<file path="src/rtl/fpcsr_word.sv">
module fpcsr_word #(
  parameter int XLEN   = 32,
  parameter int RM_W   = 3,
  parameter int FLAG_W = 5
) (
  input  logic            clk,
  input  logic            rst_n,
  input  logic            csr_req,
  input  logic [1:0]      csr_sel,
  input  logic            csr_swap,
  input  logic [XLEN-1:0] csr_wdata,
  output logic [XLEN-1:0] csr_rdata,
  input  logic            fp_done,
  input  logic [FLAG_W-1:0] fp_exc,
  input  logic            fp_req,
  input  logic [RM_W-1:0] fp_rm_static,
  output logic [RM_W-1:0] fp_rm_eff,
  output logic            fp_rm_illegal
);
  localparam logic [1:0] SEL_FLAGS = 2'b01;
  localparam logic [1:0] SEL_RM    = 2'b10;
  localparam logic [1:0] SEL_WORD  = 2'b11;
  localparam logic [RM_W-1:0] RM_DYN   = '1;
  localparam logic [RM_W-1:0] RM_LAST  = RM_W'(4);
  localparam int LIVE_W = RM_W + FLAG_W;

  logic [RM_W-1:0]   rm_q;
  logic [FLAG_W-1:0] flags_q;

  wire acc      = csr_req && (csr_sel != 2'b00);
  wire wr       = acc && csr_swap;
  wire wr_rm    = wr && (csr_sel == SEL_RM || csr_sel == SEL_WORD);
  wire wr_flags = wr && (csr_sel == SEL_FLAGS || csr_sel == SEL_WORD);

  wire [RM_W-1:0]   rm_new    = (csr_sel == SEL_WORD) ? csr_wdata[LIVE_W-1:FLAG_W]
                                                      : csr_wdata[RM_W-1:0];
  wire [FLAG_W-1:0] exc_in    = fp_done ? fp_exc : '0;
  wire [FLAG_W-1:0] flags_nxt = (wr_flags ? csr_wdata[FLAG_W-1:0] : flags_q) | exc_in;

  always_ff @(posedge clk or negedge rst_n) begin
    if (!rst_n) begin
      rm_q    <= '0;
      flags_q <= '0;
    end else begin
      if (wr_rm) rm_q <= rm_new;
      flags_q <= flags_nxt;
    end
  end

  always_comb begin
    csr_rdata = '0;
    if (acc) begin
      case (csr_sel)
        SEL_FLAGS: csr_rdata[FLAG_W-1:0] = flags_q;
        SEL_RM:    csr_rdata[RM_W-1:0]   = rm_q;
        default:   csr_rdata[LIVE_W-1:0] = {rm_q, flags_q};
      endcase
    end
  end

  assign fp_rm_eff     = (fp_rm_static == RM_DYN) ? rm_q : fp_rm_static;
  assign fp_rm_illegal = fp_req && (fp_rm_eff > RM_LAST);

  assert_flags_sticky_R7: assert property (@(posedge clk) disable iff (!rst_n)
    !wr_flags |=> ((flags_q & $past(flags_q)) == $past(flags_q)));

  assert_merge_or_R8: assert property (@(posedge clk) disable iff (!rst_n)
    (wr_flags && fp_done) |=> (flags_q == ($past(csr_wdata[FLAG_W-1:0]) | $past(fp_exc))));

  assert_rm_swap_R3: assert property (@(posedge clk) disable iff (!rst_n)
    (csr_req && csr_swap && csr_sel == SEL_RM) |=> (rm_q == $past(csr_wdata[RM_W-1:0])));

  assert_rm_hold_R6: assert property (@(posedge clk) disable iff (!rst_n)
    !wr_rm |=> $stable(rm_q));

  assert_static_ok_R9: assert property (@(posedge clk) disable iff (!rst_n)
    (fp_rm_static <= RM_LAST) |-> (fp_rm_eff == fp_rm_static && !fp_rm_illegal));

  assert_idle_quiet_R12: assert property (@(posedge clk) disable iff (!rst_n)
    !fp_req |-> !fp_rm_illegal);

  assert_reserved_zero_R2: assert property (@(posedge clk) disable iff (!rst_n)
    csr_rdata[XLEN-1:LIVE_W] == '0);
endmodule

</file>
<file path="config.mk">
export PLATFORM = sky130hd
export DESIGN_NAME = fpcsr_word
export DESIGN_NICKNAME = d
export VERILOG_FILES = /design/src/rtl/fpcsr_word.sv
export SDC_FILE = /design/constraint.sdc
export NUM_CORES = 1
export LEC_CHECK = 0
export ABC_CLOCK_PERIOD_IN_PS = 2300
export BUFFER_PORTS_ARGS = -buffer_cell sky130_fd_sc_hd__clkbuf_2
export CAP_MARGIN = 30
export CORE_UTILIZATION = 37
export DETAILED_ROUTE_END_ITERATION = 6
export PLACE_DENSITY_LB_ADDON = 0.25
export SYNTH_ARGS = -nofsm -noshare
export SYNTH_HDL_FRONTEND = slang
export SYNTH_SLANG_ARGS = --single-unit
</file>
<file path="constraint.sdc">
create_clock -name clk -period 2.3 [get_ports clk]
set_input_delay 0.46 -clock clk [delete_from_list [all_inputs] [get_ports clk]]
set_output_delay 0.46 -clock clk [all_outputs]
set_load 0.02 [all_outputs]
</file>
After elaboration in Yosys (flattened, before gate mapping)
Cells that the tools add are included.
{ "classes": {"n_eq_ne": 4, "magnitude_cmp": 1, "mux": 8, "bitwise": 1, "reduce_logical": 9} }
{ "op_table": {"columns": ["op", "count"], "rows": [
  ["$mux 3", 4],
  ["$mux 5", 2],
  ["$mux 8", 1],
  ["$logic_and 1x1->1", 5],
  ["$or 5x5->5", 1],
  ["$eq 2x2->1 const B", 2],
  ["$eq 3x3->1 const B", 1],
  ["$gt 3x3->1 const B", 1],
  ["$eq 2x1->1 const B", 1],
  ["$logic_or 1x1->1", 2],
  ["$mux 2", 1],
  ["$reduce_bool 2->1", 1],
  ["$reduce_or 2->1", 1]
]} }
{ "word_totals": {"output_inout_bits": 36, "regBits": 8} }

Depth between registers and ports, before layout
Gate-level depths: netlist of the first run.
{ "logic_depth": {"word_depth": 6, "mapped_depth": 6, "ltp_nobuf": 5} }

Worst setup path before layout of the first run
Ideal clock, no wire load.
{ "synth_path": {"kind": "input port to output port", "from": "input port csr_sel[0]", "to": "output port csr_rdata[3]", "stages": 5, "required_ps": 1840, "path_slack_ps": 306, "arrival_ps": 1534, "cell_sequence": "inv_1 ha_1 nand2b_1 clkbuf_1 nor3b_1"} }
{ "synth_between": {"elab_chain_len": 3, "word_cells_on_any_way": 5} }
{ "synth_lines": {"columns": ["item", "line", "source"], "rows": [
  ["from (decl)", "9", "input logic [1:0] csr_sel,"],
  ["$eq 2x2->1 / $reduce_bool 2->1 (equally long branches)", "53, 30", null],
  ["$mux 2 / $logic_and 1x1->1 (equally long branches)", "53, 30", null],
  ["$mux 8 (*)", "52", "if (acc) begin"],
  ["to (decl)", "12", "output logic [XLEN-1:0] csr_rdata,"]
]} }
Mark *: on every way between the ends. The rest lies on a longest branch, timed or not.

Final worst setup path of the first run
Ends and elaborated chain as after synthesis.

==> reports/qor.yml, run 1 <==
pwr:
  p_clk_share_pct: 21.9
  power.internal_uw: 293
  p_comb_share_pct: 40.0
  leakage_uw: 0.000497
  switching_share_pct: 38.3
  ir_drop_v: 0.000253
  power.share.sequential_pct: 38.1
  powerDensity_nw_per_um2: 521
  p_switching_uw: 182
setup_path:
  critPathMaxStageDelay_ps: 280
  critical_path_arrival_ps: 1560
  crit_required_ps: 1840
  crit_path_top_delay_cell: "nand2b_1"
  critPathMaxFanout: 8
  start_kind: "primary input"
  cp_common_cell: "clkbuf_2"
  end_kind: "primary output"
  path_cells: "clkbuf_2 -> inv_1 -> ha_1 -> nand2b_1 -> nor3b_1 -> clkbuf_2"
  crit_type: "in2out"
timing:
  setup_ws_ps: 279
  period_minus_slack_ps: 2020
  setup_viol: 0
  worst_clock_skew_ps: 0
  period_share_pct: 87.9
  rsz0062_at_grt: "no"
  timing.fmax_mhz: 495
  hold_viol_final: 0
  final-max-slew-violation-count: 0
  timing.setup.tns_ps: 0
route:
  first_pass_iters: 4
  via_per_inst: 4.48
  vias: 663
  antenna_left: 0
  routed_wl_microns: 1580
  drc_errors: 0
  first_iter_violations: 15
  post_drt_wl_per_cell_microns: 10.7
floorplan:
  num_rows: 16
  dieArea_sq_um: 2330
  die_x_microns: 48.3
  die_y_microns: 48.3
  start_util_pct: 40.0
  io-pin-count: 84
  core_sq_um: 1980
cts:
  htree_levels: 1
  clk_latency_ps: 250
  cts_hold_buf: 0
  cts_tree: "built"
  clk_pin_slew_ps: 60
  root_buffer: "clkbuf_4"
  numCtsBuffers: 3
  cts.path.max_buffers: 2
  cts-resized-gates: 0
  post_cts_buffers: 0
  cts.sinks: 8
global_route:
  track_usage_pct: 14.5
  grt_max_degree: 11
  overflow: 0
  antenna_found_initial: 0
  grt_pass1_vias: 635
  grt_pass1_wl_microns: 2660
placement:
  routabilityCongestion: 0.771
  portBuffers: 35
  dp_hpwl_microns: 1330
  dp_slack_ps: 281
yosys:
  synth_top_family_by_area: "buffers and inverters"
  synthMuxAreaShare_pct: 11.7
  synthSimpleGateAreaFrac_pct: 12.5
  synthAdderAreaFrac_pct: 6.31
  ys_warn_count: 0
  synthXorXnorAreaFrac_pct: 0
  syn-instance-count: 87
  synth_area_per_cell_sq_um: 9.12
  yosysSeqAreaShare_pct: 25.2
  synth_compound_area_share_pct: 15.8
  synth_area_sq_um: 793
  synth-seq-cells: 8
  synth.distinct_cells: 23
worst_hold_path:
  hp-class: "in2async"
job:
  drv_cap: 0
layout:
  finish.net_count: 175
  final_cell_mix: "clkbuf_2 (35), conb_1 (24), nor2_1 (9)"
  final_common_cell: "clkbuf_2"
  num_antenna_cells: 0
  drive_above_1_share_pct: 34.7
  area_growth_syn_to_layout_pct: 14.8
outcome:
  status: "finished, final reports clean"
## state kept, by name, indices dropped and copies added (netlist names)
| register | flops |
|---|---|
| flags_q | 5 |
| rm_q | 3 |
## metrics by stage
stage	cell area, sq um	total power [uW]	cells	hold slack, ps	utilization (%)
floorplan	880	345	110	164	-
global placement	888	370	145	318	44.8
detailed placement	888	373	145	318	44.8
CTS	911	476	148	53.7	46.0
global route	911	505	148	59.5	46.0
finish	911	475	148	48.2	46.0
## worst max-delay path: cells and delay by family
kind                     cells  cell delay, ps
adder cells (fa/ha/maj)      1             210
AND/OR/NAND/NOR              2             540
buffers and inverters        3             370
## path summary, 6_finish.rpt
check,start,endpoint,slack (ps),cells after the start
setup / recovery,csr_sel[0],csr_rdata[3],280,6
hold / removal,rst_n,flags_q[4],50,1
setup reg to reg,flags_q[0],flags_q[0],1480,1
hold reg to reg,flags_q[4],flags_q[4],510,1
max in group asynchronous,rst_n,rm_q[2],2070,1
min in group clk,fp_exc[3],flags_q[3],440,2
## cells by family after synthesis
logic type / count (synthesis)
buf+inv: 33
simple gates: 17
compound gates: 15
other cells: 1
fa+ha+maj: 4
mux: 9
flops: 8
## per-layer routing
metal  vias up  GRT usage (%)  wire length, microns
met3         0           3.14                   107
met5         -              0                     0
met2        39           24.4                   727
met4         0           5.88                     0
li1        322              -                     -
met1       302           18.0                   744
## Yosys cell counts, drive strengths merged
library cell / instances / area, sq um
o21ai: 5 / 25.0
mux2: 2 / 22.5
clkbuf: 1 / 3.75
o211a: 1 / 10.0
conb: 1 / 3.75
nor2: 10 / 40.0
o31a: 1 / 8.76
a221o: 5 / 50.1
nor3b: 3 / 22.5
mux2i: 7 / 70.1
a31oi: 2 / 12.5
dfrtp: 8 / 200
nor3: 2 / 10.0
nand3b: 1 / 20.0
buf: 26 / 196
nand2b: 1 / 6.26
ha: 4 / 50.1
inv: 6 / 22.5
o21bai: 1 / 18.8
## final cells by class
class                           count  area (sq um)
Fill cell                         195          1070
Multi-Input combinational cell     69           457
Sequential cell                     8           200
Timing Repair Buffer               35           175
Tap cell                           27          33.8
Clock buffer                        3          22.5
Inverter                            6          22.5
## power groups by stage
stage / Sequential [uW] / Combinational [uW] / Clock, uW
detailed placement: 183 / 190 / 0
floorplan: 178 / 168 / 0
finish: 181 / 190 / 104
CTS: 180 / 190 / 105
global placement: 182 / 188 / 0
global route: 183 / 208 / 114
(Power assumes the default switching activity.)
==> inputs of run 2 (changes only) <==
SETUP_SLACK_MARGIN = 0.3   (was not set)
==> reports/qor.yml, run 2 (same netlist as run 1, synthesis figures left out) <==
route:
  drc_errors: 0  # unchanged
  antenna_left: 0  # unchanged
  first_iter_violations: 12  # -3
  post_drt_wl_per_cell_microns: 10.7  # +0.32%
  via_per_inst: 4.47  # -0.15%
  first_pass_iters: 4  # unchanged
  vias: 662  # -0.15%
  routed_wl_microns: 1580  # +0.32%
layout:
  final_cell_mix: "clkbuf_2 (33), conb_1 (24), nor2_1 (9)"
  regMostFlops: "flags_q"
  fin_area_sq_um: 921  # +1.1%
  area_growth_syn_to_layout_pct: 16.1
  final_common_cell: "clkbuf_2"
  final.fill_count: 194  # -0.51%
  num_antenna_cells: 0  # unchanged
  drive_above_1_share_pct: 36.4  # +1.7 points
  finish.net_count: 175  # unchanged
  largestRegisters: "flags_q: 5 flops, rm_q: 3 flops"
  largest_register_ffs: 5  # unchanged
pwr:
  leakage_uw: 0.000500  # +0.54%
  powerDensity_nw_per_um2: 518  # -0.60%
  ir_drop_v: 0.000253  # about the same
  total_power_uw: 477  # +0.49%
cts:
  numCtsBuffers: 3  # unchanged
  cts_tree: "built"
  root_buffer: "clkbuf_4"
  clk_latency_ps: 250  # about the same
  cts_hold_buf: 0  # unchanged
  post_cts_buffers: 0  # unchanged
  cts.path.max_buffers: 2  # unchanged
  clk_pin_slew_ps: 60  # about the same
  htree_levels: 1  # unchanged
  cts.sinks: 8  # unchanged
setup_path:
  end_kind: "primary output"
  r2r_setup_slack_ps: 1480  # about the same
  critPathMaxFanout: 8  # unchanged
  worstReg2RegEnd: "flags_q[0]"
  r2r_start: "flags_q[0]"
  critical_path_arrival_ps: 1420  # -140 ps
  crit_type: "in2out"
  start_kind: "primary input"
  crit_required_ps: 1840  # about the same
  reg2reg_depth: 1  # unchanged
  critPathLaunch: "csr_sel[0]"
floorplan:
  core_sq_um: 1980  # unchanged
  die_y_microns: 48.3  # unchanged
  io-pin-count: 84  # unchanged
  dieArea_sq_um: 2330  # unchanged
  start_util_pct: 40.0  # unchanged
  num_rows: 16  # unchanged
  die_x_microns: 48.3  # unchanged
placement:
  place_area_sq_um: 888  # unchanged
  dp_hpwl_microns: 1330  # unchanged
  dp_slack_ps: 281  # unchanged
  portBuffers: 35  # unchanged
  routabilityCongestion: 0.771  # unchanged
timing:
  final-max-slew-violation-count: 0  # unchanged
  hold_ws_ps: 48.4  # +0.225 ps
  setup_ws_ps: 417  # +138 ps
  timing.fmax_mhz: 531  # +7.4%
  hold_viol_final: 0  # unchanged
  rsz0062_at_grt: "no"
  timing.setup.tns_ps: 0  # unchanged
  worst_clock_skew_ps: 0  # unchanged
  setup_viol: 0  # unchanged
  period_minus_slack_ps: 1880  # -138 ps
  period_share_pct: 81.9  # -6.0 points
outcome:
  status: "finished, final reports clean"
job:
  drv_cap: 0  # unchanged
global_route:
  grt_max_degree: 11  # unchanged
  met3_usage_pct: 3.14  # unchanged
  track_usage_pct: 14.5  # unchanged
  grt_util_met2_pct: 24.4  # unchanged
  antenna_found_initial: 0  # unchanged
  use_met1_pct: 18.0  # unchanged
  grt_pass1_vias: 635  # unchanged
  grt.busiest_layer: "met2"
  grt_pass1_wl_microns: 2660  # unchanged
  overflow: 0  # unchanged
worst_hold_path:
  hp-class: "in2async"
-- run 2: cell count changes in the layout (fill, tap and decap cells not counted), sizes merged --
cell / delta
clkbuf: -2
buf: +2
-- run 2: worst max-delay path, cell delays in order --
cell	delay [ps]
clkbuf_2	110
inv_1	60
ha_1	210
nand2b_4	180
nor3b_1	200
clkbuf_2	200
-- run 2: timing repair --
item	CTS	global route
endpoints found under the hold margin	0	0
cloned	0	0
endpoints found under the setup margin	3	5
gates resized for setup	1	4
-- run 2: how the worst max path moves through the flow --
stage | end | slack, ps | depth (start not counted)
6_report | csr_rdata[7] | 420 | 6
5_1_grt | csr_rdata[3] | 360 | 6
4_1_cts | csr_rdata[4] | 320 | 6
3_5_place_dp | csr_rdata[4] | 280 | 6
3_3_place_gp | csr_rdata[4] | 280 | 6
2_1_floorplan | csr_rdata[3] | 310 | 5
-- run 2: per-stage QoR --
step	utilization (%)	instances
after floorplan	-	110
after global placement	44.8	145
after detailed placement	44.8	145
after CTS	46.1	148
after global routing	46.5	148
final	46.5	148
-- run 2: cell type report --
type                       instances  area (sq um)  area share [%]
multi-input combinational         69           467            50.7
sequential                         8           200            21.7
timing repair buffer              35           175            19.0
tap                               27          33.8            3.67
clock buffer                       3          22.5            2.45
inverter                           6          22.5            2.45
-- run 2: where the power goes --
| part | switching (uW) | leakage [uW] | internal [uW] |
|---|---|---|---|
| logic | 122 | 0.000402 | 69.8 |
| registers | 15.9 | 0.0000840 | 165 |
| clock network | 44.4 | 0.0000138 | 59.5 |
-- run 2: layer usage --
metal	share of wire (%)	wire length, microns	vias to the layer above
met5	0	0	-
met4	1.3	21	0
met3	7.0	111	2
met2	45	707	39
met1	47	742	299
li1	-	-	322
==> inputs of run 3 (changes only) <==
ABC_CLOCK_PERIOD_IN_PS = 1600   (was 2300)
CORE_UTILIZATION = 31   (was 37)
clock period = 1.6 ns   (was 2.3 ns; I/O delays follow)
==> reports/qor.yml, run 3 (same netlist as run 1, synthesis figures left out) <==
layout:
  final_cell_mix: "conb_1 (24), clkbuf_2 (22), buf_4 (17)"
  finish.net_count: 194  # +11%
  final_cells: 168  # +14%
  fin_area_sq_um: 1350  # +47%
  regMostFlops: "flags_q"
  largest_register_ffs: 5  # unchanged
  drive_above_1_share_pct: 58.6  # +22 points
  multi_input_area_sq_um: 609  # +31%
  area_growth_syn_to_layout_pct: 70.2
  num_antenna_cells: 0  # unchanged
  final.fill_count: 222  # +14%
  final_common_cell: "conb_1"
  largestRegisters: "flags_q: 5 flops, rm_q: 3 flops"
  fin_util_pct: 58.2  # +12 points
  seq_area_sq_um: 200  # unchanged
global_route:
  overflow: 0  # unchanged
  track_usage_pct: 14.4  # -0.13 points
  grt_pass1_wl_microns: 2840  # +6.7%
  antenna_found_initial: 0  # unchanged
  grt_max_degree: 9  # -2
  grt_pass1_vias: 654  # +3.0%
pwr:
  p_clk_share_pct: 16.2  # -5.6 points
  p_comb_share_pct: 54.6  # +14 points
  power.internal_uw: 580  # +97%
  ir_drop_v: 0.000348  # +37%
  leakage_uw: 0.000658  # +32%
  p_switching_uw: 337  # +85%
  switching_share_pct: 36.7  # -1.5 points
  power.share.sequential_pct: 29.2  # -8.8 points
  powerDensity_nw_per_um2: 679  # +31%
  total_power_uw: 917  # +92%
cts:
  numCtsBuffers: 3  # unchanged
  clk_latency_ps: 250  # about the same
  cts_tree: "built"
  cts.path.max_buffers: 2  # unchanged
  root_buffer: "clkbuf_4"
  clk_pin_slew_ps: 50  # about the same
  cts.sinks: 8  # unchanged
  htree_levels: 1  # unchanged
placement:
  routabilityCongestion: 0.749  # -2.8%
  dp_cells: 154  # +6.2%
  place_area_sq_um: 1090  # +22%
  dp_hpwl_microns: 1500  # +13%
  portBuffers: 35  # unchanged
route:
  first_iter_violations: 4  # -8
  post_drt_wl_per_cell_microns: 11.1  # +3.7%
  first_pass_iters: 4  # unchanged
  vias: 735  # +11%
  drc_errors: 0  # unchanged
  routed_wl_microns: 1860  # +18%
  via_per_inst: 4.38  # -2.2%
  antenna_left: 0  # unchanged
timing:
  hold_viol_final: 0  # unchanged
  rsz0062_at_grt: "yes"
  setup_viol: 0  # unchanged
  timing.fmax_mhz: 653
  worst_clock_skew_ps: 0  # unchanged
  period_share_pct: 95.8
  period_minus_slack_ps: 1530
  final-max-slew-violation-count: 0  # unchanged
setup_path:
  cp_top_family: "simple AND/OR/NAND/NOR gates"
  path_cells: "clkbuf_16 -> inv_12 -> ha_4 -> nand2b_4 -> nor3b_4 -> clkbuf_8"
  crit_buf_inv: 3  # unchanged
  end_kind: "primary output"
  crit_path_top_delay_cell: "nand2b_4"
  critPathMaxStageDelay_ps: 220  # about the same
  crit_required_ps: 1280  # -560 ps
  critical_path_arrival_ps: 1210  # -210 ps
  start_kind: "primary input"
  critPathMaxFanout: 8  # unchanged
  crit_type: "in2out"
job:
  drv_cap: 0  # unchanged
floorplan:
  core_sq_um: 2320  # +17%
  io-pin-count: 84  # unchanged
  num_rows: 17  # +1
  start_util_pct: 34.2  # -5.8 points
  die_y_microns: 52.6  # +8.9%
  dieArea_sq_um: 2770  # +19%
  die_x_microns: 52.6  # +8.9%
worst_hold_path:
  hp-class: "in2reg"
outcome:
  status: "finished, final reports clean"
run 3: changes by cell type in the layout (fill, tap and decap cells not counted), sizes merged:
cell / change
buf: +22
clkbuf: -4
dlygate4sd3: +1
run 3: layer usage:
metal,part of all wire [%],track usage [%]
met1,43,19.1
met5,0,0
met4,1.4,7.46
met2,49,22.2
met3,6.2,2.32
run 3: repair_timing:
item	4_1_cts	5_1_grt
hold buffers	1	0
pin swaps	4	3
hold endpoints to repair	8	0
gates cloned	0	0
setup endpoints to repair	18	17
buffers inserted	6	4
resized for setup	26	16
run 3: power by group through the flow:
stage,Sequential [uW],Clock [uW],Combinational (uW)
after global routing,272,164,536
after CTS,266,154,449
final,268,149,500
after floorplan,257,0,311
after global placement,266,0,351
after detailed placement,267,0,357
run 3: worst reg2reg max path, cell delays in order, from the launching register on:
cell	delay, ps
dfrtp_1	410
buf_4	140
mux2_2	250
run 3: cell type report:
type | count | area share [%]
Inverter | 6 | 3.15
Multi-Input combinational cell | 69 | 45.1
Timing Repair Buffer | 54 | 32.6
Clock buffer | 3 | 1.67
Tap cell | 28 | 2.60
Sequential cell | 8 | 14.8
run 3: final timing paths:
check                           cells past startpoint           end  startpoint  slack, ps
max in group asynchronous                           2    flags_q[3]       rst_n        960
worst max register to register                      2       rm_q[2]     rm_q[2]        690
worst min-delay path                                2    flags_q[0]   fp_exc[0]        310
worst max-delay path                                6  csr_rdata[4]  csr_sel[1]         70
min in group asynchronous                           2       rm_q[1]       rst_n        460
worst min register to register                      1    flags_q[3]  flags_q[3]        540
run 3: per-stage QoR:
stage / worst slack, ps / hold slack, ps / setup TNS, ps
3_5_place_dp: -54.6 / 169 / -287
4_1_cts: 55.8 / 305 / 0
6_report: 67.5 / 311 / 0
2_1_floorplan: 235 / 24.4 / 0
5_1_grt: 25.5 / 307 / 0
3_3_place_gp: -40.6 / 167 / -180
